`config.mk`:
```
export PLATFORM = sky130hd
export DESIGN_NAME = apb_req_parity
export DESIGN_NICKNAME = d
export VERILOG_FILES = /design/src/rtl/apb_par_pkg.sv /design/src/rtl/apb_par_lanes.sv /design/src/rtl/apb_par_stage.sv /design/src/rtl/apb_resp_check.sv /design/src/rtl/apb_req_parity.sv
export SDC_FILE = /design/constraint.sdc
export NUM_CORES = 1
export LEC_CHECK = 0
export ABC_AREA = 1
export BUFFER_PORTS_ARGS = -buffer_cell sky130_fd_sc_hd__buf_2
export CAP_MARGIN = 30
export CORE_MARGIN = 5
export CORE_UTILIZATION = 49
export DETAILED_ROUTE_END_ITERATION = 10
export PLACE_DENSITY = 0.89
export SLEW_MARGIN = 15
export SYNTH_ARGS = -nofsm -noshare
export SYNTH_HDL_FRONTEND = slang
export SYNTH_HIERARCHICAL = 1
export SYNTH_SLANG_ARGS = --single-unit
```
`constraint.sdc`:
```
create_clock -name clk -period 1.1 [get_ports clk]
set_input_delay 0.165 -clock clk [delete_from_list [all_inputs] [get_ports clk]]
set_output_delay 0.165 -clock clk [all_outputs]
set_load 0.02 [all_outputs]
```
`src/rtl/apb_par_pkg.sv`:
```
package apb_par_pkg;
  // Response group indices into the error vectors
  localparam int unsigned RSP_N      = 5;
  localparam int unsigned RSP_READY  = 0;
  localparam int unsigned RSP_RDATA  = 1;
  localparam int unsigned RSP_SLVERR = 2;
  localparam int unsigned RSP_RUSER  = 3;
  localparam int unsigned RSP_BUSER  = 4;
endpackage

```
`src/rtl/apb_par_lanes.sv`:
```
// Odd parity per byte lane; the top lane is zero-padded.
module apb_par_lanes #(
  parameter int W = 8,
  localparam int L = (W + 7) / 8
) (
  input  logic [W-1:0] din,
  output logic [L-1:0] chk
);
  localparam int PW = L * 8;
  logic [PW-1:0] padded;

  assign padded = PW'(din);

  for (genvar g = 0; g < L; g++) begin : g_lane
    assign chk[g] = ~(^padded[g*8 +: 8]);
  end
endmodule

```
`src/rtl/apb_par_stage.sv`:
```
// Optional output register for generated check bits.
module apb_par_stage #(
  parameter int W   = 8,
  parameter bit REG = 1'b0
) (
  input  logic         clk,
  input  logic         rst_n,
  input  logic [W-1:0] d,
  output logic [W-1:0] q
);
  logic [W-1:0] r_q;

  // Reset value: check bits of an all-zero bus are all ones
  always_ff @(posedge clk or negedge rst_n) begin
    if (!rst_n) r_q <= '1;
    else        r_q <= d;
  end

  assign q = REG ? r_q : d;
endmodule

```
`src/rtl/apb_resp_check.sv`:
```
module apb_resp_check
  import apb_par_pkg::*;
#(
  parameter int DATA_W  = 32,
  parameter int RUSER_W = 4,
  parameter int BUSER_W = 4,
  localparam int DL  = (DATA_W + 7) / 8,
  localparam int RUL = (RUSER_W + 7) / 8,
  localparam int BUL = (BUSER_W + 7) / 8
) (
  input  logic               clk,
  input  logic               rst_n,
  input  logic               clr,
  input  logic               sel_any,
  input  logic               enable,
  input  logic               write,
  input  logic               ready,
  input  logic               ready_chk,
  input  logic [DATA_W-1:0]  rdata,
  input  logic [DL-1:0]      rdata_chk,
  input  logic               slverr,
  input  logic               slverr_chk,
  input  logic [RUSER_W-1:0] ruser,
  input  logic [RUL-1:0]     ruser_chk,
  input  logic [BUSER_W-1:0] buser,
  input  logic [BUL-1:0]     buser_chk,
  output logic [RSP_N-1:0]   err_pulse,
  output logic [RSP_N-1:0]   err_sticky
);
  logic [DL-1:0]  rdata_exp;
  logic [RUL-1:0] ruser_exp;
  logic [BUL-1:0] buser_exp;
  logic           win_acc, win_done, win_rd;
  logic [RSP_N-1:0] bad_d, sticky_d, pulse_q, sticky_q;

  apb_par_lanes #(.W(DATA_W))  u_rdata (.din(rdata), .chk(rdata_exp));
  apb_par_lanes #(.W(RUSER_W)) u_ruser (.din(ruser), .chk(ruser_exp));
  apb_par_lanes #(.W(BUSER_W)) u_buser (.din(buser), .chk(buser_exp));

  always_comb begin
    win_acc  = sel_any & enable;
    win_done = win_acc & ready;
    win_rd   = win_done & ~write;
    bad_d             = '0;
    bad_d[RSP_READY]  = win_acc  & (ready_chk == ready);
    bad_d[RSP_RDATA]  = win_rd   & (rdata_chk != rdata_exp);
    bad_d[RSP_SLVERR] = win_done & (slverr_chk == slverr);
    bad_d[RSP_RUSER]  = win_rd   & (ruser_chk != ruser_exp);
    bad_d[RSP_BUSER]  = win_done & (buser_chk != buser_exp);
    sticky_d = (sticky_q & ~{RSP_N{clr}}) | bad_d;
  end

  always_ff @(posedge clk or negedge rst_n) begin
    if (!rst_n) begin
      pulse_q  <= '0;
      sticky_q <= '0;
    end else begin
      pulse_q  <= bad_d;
      sticky_q <= sticky_d;
    end
  end

  assign err_pulse  = pulse_q;
  assign err_sticky = sticky_q;

  for (genvar i = 0; i < RSP_N; i++) begin : g_chk
    assert_sticky_hold_R10: assert property (@(posedge clk) disable iff (!rst_n)
      (sticky_q[i] && !clr) |=> sticky_q[i]);
    assert_pulse_marks_sticky_R9: assert property (@(posedge clk) disable iff (!rst_n)
      pulse_q[i] |-> sticky_q[i]);
  end

  assert_ready_window_R6: assert property (@(posedge clk) disable iff (!rst_n)
    pulse_q[RSP_READY] |-> $past(sel_any && enable));
  assert_done_window_R7: assert property (@(posedge clk) disable iff (!rst_n)
    (pulse_q[RSP_SLVERR] || pulse_q[RSP_BUSER]) |-> $past(sel_any && enable && ready));
  assert_read_window_R8: assert property (@(posedge clk) disable iff (!rst_n)
    (pulse_q[RSP_RDATA] || pulse_q[RSP_RUSER]) |-> $past(sel_any && enable && ready && !write));
endmodule

```
`src/rtl/apb_req_parity.sv`:
```
module apb_req_parity
  import apb_par_pkg::*;
#(
  parameter int ADDR_W   = 32,
  parameter int DATA_W   = 32,
  parameter int NSEL     = 2,
  parameter int AUSER_W  = 10,
  parameter int WUSER_W  = 8,
  parameter int RUSER_W  = 5,
  parameter int BUSER_W  = 3,
  parameter bit HAS_PROT = 1'b1,
  parameter bit HAS_NSE  = 1'b1,
  parameter bit REG_GEN  = 1'b0,
  localparam int AL     = (ADDR_W + 7) / 8,
  localparam int DL     = (DATA_W + 7) / 8,
  localparam int STRB_W = DATA_W / 8,
  localparam int AUL    = (AUSER_W + 7) / 8,
  localparam int WUL    = (WUSER_W + 7) / 8,
  localparam int RUL    = (RUSER_W + 7) / 8,
  localparam int BUL    = (BUSER_W + 7) / 8
) (
  input  logic               clk,
  input  logic               rst_n,
  input  logic               clr_err,
  input  logic [ADDR_W-1:0]  addr,
  input  logic [2:0]         prot,
  input  logic               write,
  input  logic               nse,
  input  logic [NSEL-1:0]    sel,
  input  logic               enable,
  input  logic [DATA_W-1:0]  wdata,
  input  logic [STRB_W-1:0]  strb,
  input  logic               wakeup,
  input  logic [AUSER_W-1:0] auser,
  input  logic [WUSER_W-1:0] wuser,
  output logic [AL-1:0]      addr_chk,
  output logic               ctrl_chk,
  output logic [NSEL-1:0]    sel_chk,
  output logic               enable_chk,
  output logic [DL-1:0]      wdata_chk,
  output logic               strb_chk,
  output logic               wakeup_chk,
  output logic [AUL-1:0]     auser_chk,
  output logic [WUL-1:0]     wuser_chk,
  input  logic               ready,
  input  logic               ready_chk,
  input  logic [DATA_W-1:0]  rdata,
  input  logic [DL-1:0]      rdata_chk,
  input  logic               slverr,
  input  logic               slverr_chk,
  input  logic [RUSER_W-1:0] ruser,
  input  logic [RUL-1:0]     ruser_chk,
  input  logic [BUSER_W-1:0] buser,
  input  logic [BUL-1:0]     buser_chk,
  output logic [RSP_N-1:0]   err_pulse,
  output logic [RSP_N-1:0]   err_sticky
);
  localparam int GEN_W = AL + 1 + NSEL + 1 + DL + 1 + 1 + AUL + WUL;

  logic [AL-1:0]    addr_c;
  logic [DL-1:0]    wdata_c;
  logic [AUL-1:0]   auser_c;
  logic [WUL-1:0]   wuser_c;
  logic             ctrl_c, strb_c;
  logic [4:0]       ctrl_bits;
  logic [GEN_W-1:0] gen_d, gen_q;
  logic             primed;

  // Absent control fields are forced low before the merged parity
  assign ctrl_bits = {(HAS_NSE ? nse : 1'b0), write, (HAS_PROT ? prot : 3'b000)};

  apb_par_lanes #(.W(ADDR_W))  u_addr  (.din(addr),      .chk(addr_c));
  apb_par_lanes #(.W(DATA_W))  u_wdata (.din(wdata),     .chk(wdata_c));
  apb_par_lanes #(.W(AUSER_W)) u_auser (.din(auser),     .chk(auser_c));
  apb_par_lanes #(.W(WUSER_W)) u_wuser (.din(wuser),     .chk(wuser_c));
  apb_par_lanes #(.W(5))       u_ctrl  (.din(ctrl_bits), .chk(ctrl_c));
  apb_par_lanes #(.W(STRB_W))  u_strb  (.din(strb),      .chk(strb_c));

  assign gen_d = {wuser_c, auser_c, ~wakeup, strb_c, wdata_c, ~enable, ~sel, ctrl_c, addr_c};

  apb_par_stage #(.W(GEN_W), .REG(REG_GEN)) u_stage (
    .clk(clk), .rst_n(rst_n), .d(gen_d), .q(gen_q));

  assign {wuser_chk, auser_chk, wakeup_chk, strb_chk, wdata_chk,
          enable_chk, sel_chk, ctrl_chk, addr_chk} = gen_q;

  apb_resp_check #(.DATA_W(DATA_W), .RUSER_W(RUSER_W), .BUSER_W(BUSER_W)) u_resp (
    .clk(clk), .rst_n(rst_n), .clr(clr_err),
    .sel_any(|sel), .enable(enable), .write(write), .ready(ready),
    .ready_chk(ready_chk), .rdata(rdata), .rdata_chk(rdata_chk),
    .slverr(slverr), .slverr_chk(slverr_chk),
    .ruser(ruser), .ruser_chk(ruser_chk), .buser(buser), .buser_chk(buser_chk),
    .err_pulse(err_pulse), .err_sticky(err_sticky));

  // Marks that at least one edge has been taken out of reset
  always_ff @(posedge clk or negedge rst_n) begin
    if (!rst_n) primed <= 1'b0;
    else        primed <= 1'b1;
  end

  if (REG_GEN) begin : g_reg_chk
    assert_reg_delay_R4: assert property (@(posedge clk) disable iff (!rst_n)
      primed |-> (sel_chk == ~$past(sel)) && (wakeup_chk == ~$past(wakeup)));
  end else begin : g_comb_chk
    assert_same_cycle_R4: assert property (@(posedge clk) disable iff (!rst_n)
      primed |-> (enable_chk != enable) && (sel_chk == ~sel));
  end
endmodule

```
==> results.py <==
metrics = {
    "final_layout": {
        "final-seq-area_um2": 250,
        "multi_input_area_mm2": 0.00208,
        "nNetsFinal": 970,
        "synthToLayoutAreaGrowth_pct": 39.8,
        "nFillCells": 534,
        "final_util": 0.695,
        "layout_common_cells": "350 x nand2_1, 151 x buf_2, 112 x inv_1",
        "final_common_cell": "nand2_1",
        "drive_gt1_frac": 0.339,
        "final_cells": 895,
        "diodes": 0,
    },
    "synthesis": {
        "synth_cell_types": 14,
        "syn_nets": 807,
        "yosysSeqAreaShare": 0.0859,
        "synthCells": 659,
        "syn_area_mm2": 0.00291,
        "synth_warnings": 6,
        "syn_area_per_cell_um2": 4.42,
        "ys_ff_latch": 10,
    },
    "worst_setup_path": {
        "critPathArrivalTime_ps": 960,
        "crit_family": "simple AND/OR/NAND/NOR gates",
        "critPathLaunchType": "primary input",
        "critical-path-slowest-cell": "buf_2",
        "cp_cell_sequence": "buf_2 > nand2_1 > inv_1 > nor2_1 > nand2_1 > nand2_1 > nand2_1 > nand2_1 > buf_6",
        "slowest_delay_ps": 120,
        "cp.required_ps": 940,
        "critical_path.max_fanout": 3,
        "cp_common_cell": "nand2_1",
        "path_buf_inv": 3,
        "crit_type": "primary input to output pin",
        "end_kind": "output pin",
    },
    "pwr": {
        "ir_drop_v": 0.000370,
        "leakagePower_nw": 3.04,
        "p_total_mw": 2.56,
        "p_per_area_mw_per_mm2": 628,
    },
    "global_route": {
        "grtUsageTotal": 0.197,
        "grt_overflow_total": 0,
        "grt_pass1_vias": 3520,
        "grt_max_degree": 11,
        "grt_pass1_wl_um": 12900,
        "antenna_found_initial": 0,
    },
    "clock_tree": {
        "clk_latency_ps": 230,
        "clockBufferDepth": 2,
        "h-tree-depth": 1,
        "clkTransAtPathRegs_ps": 50,
        "cts_buffers": 3,
        "root_buffer": "clkbuf_8",
        "cts_tree": "yes",
        "cts.sink_count": 10,
        "postCtsSetupBuffers": 0,
    },
    "detailed_routing": {
        "routed_wl_um": 8570,
        "drc": 0,
        "avgViaCountPerCell": 4.44,
        "vias": 3974,
        "wl_per_cell_um": 9.57,
        "antenna_left": 0,
        "dr.first_iter.drc_count": 85,
        "first_pass_iters": 6,
    },
    "place": {
        "dp_cells": 891,
        "gp_congestion": 0.753,
        "dp_hpwl_um": 7030,
        "port_buffers": 174,
    },
    "timing": {
        "slew_violations": 0,
        "period_minus_slack_ps": 1130,
        "slew_headroom": 0.831,
        "setup-violations-final": 2,
        "rsz0062_at_grt": "true",
        "fmax_mhz": 886,
        "setup_ws_ps": -28.9,
        "hold_viol": 0,
        "skew_ps": 0,
        "worstMarginPinSlew_ps": 252,
        "finalCritPeriodShare": 1.03,
    },
    "floorplanning": {
        "dieArea_mm2": 0.00758,
        "start_util": 0.498,
        "dieWidth_um": 87.1,
        "core-area_mm2": 0.00585,
        "die_h_um": 87.1,
        "rows": 28,
        "io_pins": 175,
    },
    "status": {
        "status": "finished with violations",
        "violations": "negative setup slack",
    },
    "min_path": {
        "worstHoldPathType": "primary input to register",
    },
    "flow_run": {
        "max_cap_violations": 0,
    },
}
[flip-flops by register name, summed over array words and instances, names as in the netlist]
name / count
u_resp/err_pulse: 5
u_resp/err_sticky: 5
[synthesized netlist by cell type]
master,number,area [µm²]
buf_4,17,128
xor2_1,1,8.76
o21ai_2,1,8.76
dfrtp_1,10,250
nor2_4,1,11.3
inv_1,154,578
inv_2,4,15.0
o21ai_1,3,15.0
nor2_1,35,131
xnor2_1,19,166
nand2_2,5,31.3
nand2_1,388,1460
nand3_1,20,100
nand2_4,1,11.3
[path summary, 6_finish.rpt]
check                                          startpoint                              to  slack (ps)  cells after the start
max                                              wdata[2]                    wdata_chk[0]         -30                      9
min in group asynchronous                           rst_n   u_resp/err_pulse[0]$_DFF_PN0_         340                      2
min                                             buser_chk   u_resp/err_pulse[4]$_DFF_PN0_         220                      3
max reg2reg                u_resp/err_sticky[0]$_DFF_PN0_  u_resp/err_sticky[0]$_DFF_PN0_         480                      2
min reg2reg                u_resp/err_sticky[4]$_DFF_PN0_  u_resp/err_sticky[4]$_DFF_PN0_         490                      2
max in group asynchronous                           rst_n  u_resp/err_sticky[1]$_DFF_PN0_         570                      2
[through the flow]
step / worst slack, ps / instance area, µm² / hold WS (ps) / TNS [ps]
global placement: -140 / 3750 / 30.6 / -307
floorplan: 83.8 / 2910 / -131 / 0
CTS: 33.1 / 3800 / 208 / 0
global route: -120 / 4070 / 238 / -427
finish: -28.9 / 4070 / 218 / -40.2
detailed placement: -204 / 3750 / 35.6 / -458
[routing by layer]
layer | GRT usage | up-vias | part of all wire | wire, µm
met5 | 0 | - | 0 | 0
met4 | 0.0411 | 0 | 0.019 | 161
met3 | 0.0360 | 14 | 0.075 | 641
met2 | 0.404 | 120 | 0.54 | 4590
met1 | 0.202 | 1682 | 0.37 | 3170
li1 | - | 2158 | - | -
[repair_timing]
item	4_1_cts	5_1_grt
resized for setup	0	130
setup endpoints to repair	0	13
hold buffers	1	0
hold endpoints to repair	10	0
[power by group]
group | internal [mW] | switching, mW | leakage (nW) | total, mW
sequential | 0.395 | 0.0101 | 0.134 | 0.405
combinational | 0.768 | 1.02 | 2.88 | 1.79
clock | 0.238 | 0.127 | 0.0216 | 0.365
total | 1.40 | 1.16 | 3.04 | 2.56
[logic make-up after synthesis]
group           after synthesis  share of synthesized area
buf+inv                     175                      0.248
compound gates                4                    0.00816
flops                        10                     0.0859
xor+xnor                     20                     0.0602
simple gates                450                      0.598
[worst min-delay path: cells and delay by family]
kind | cells | cell delay (ps)
xor+xnor | 1 | 70
buf+inv | 1 | 80
simple gates | 1 | 90
[cell type report]
cell class | instances | area share
clock buffers | 3 | 0.0101
inverters | 158 | 0.147
multi-input cells | 474 | 0.512
flip-flops and latches | 10 | 0.0615
well taps | 75 | 0.0231
repair buffers | 175 | 0.246
Power figures use the tool's default switching activity.
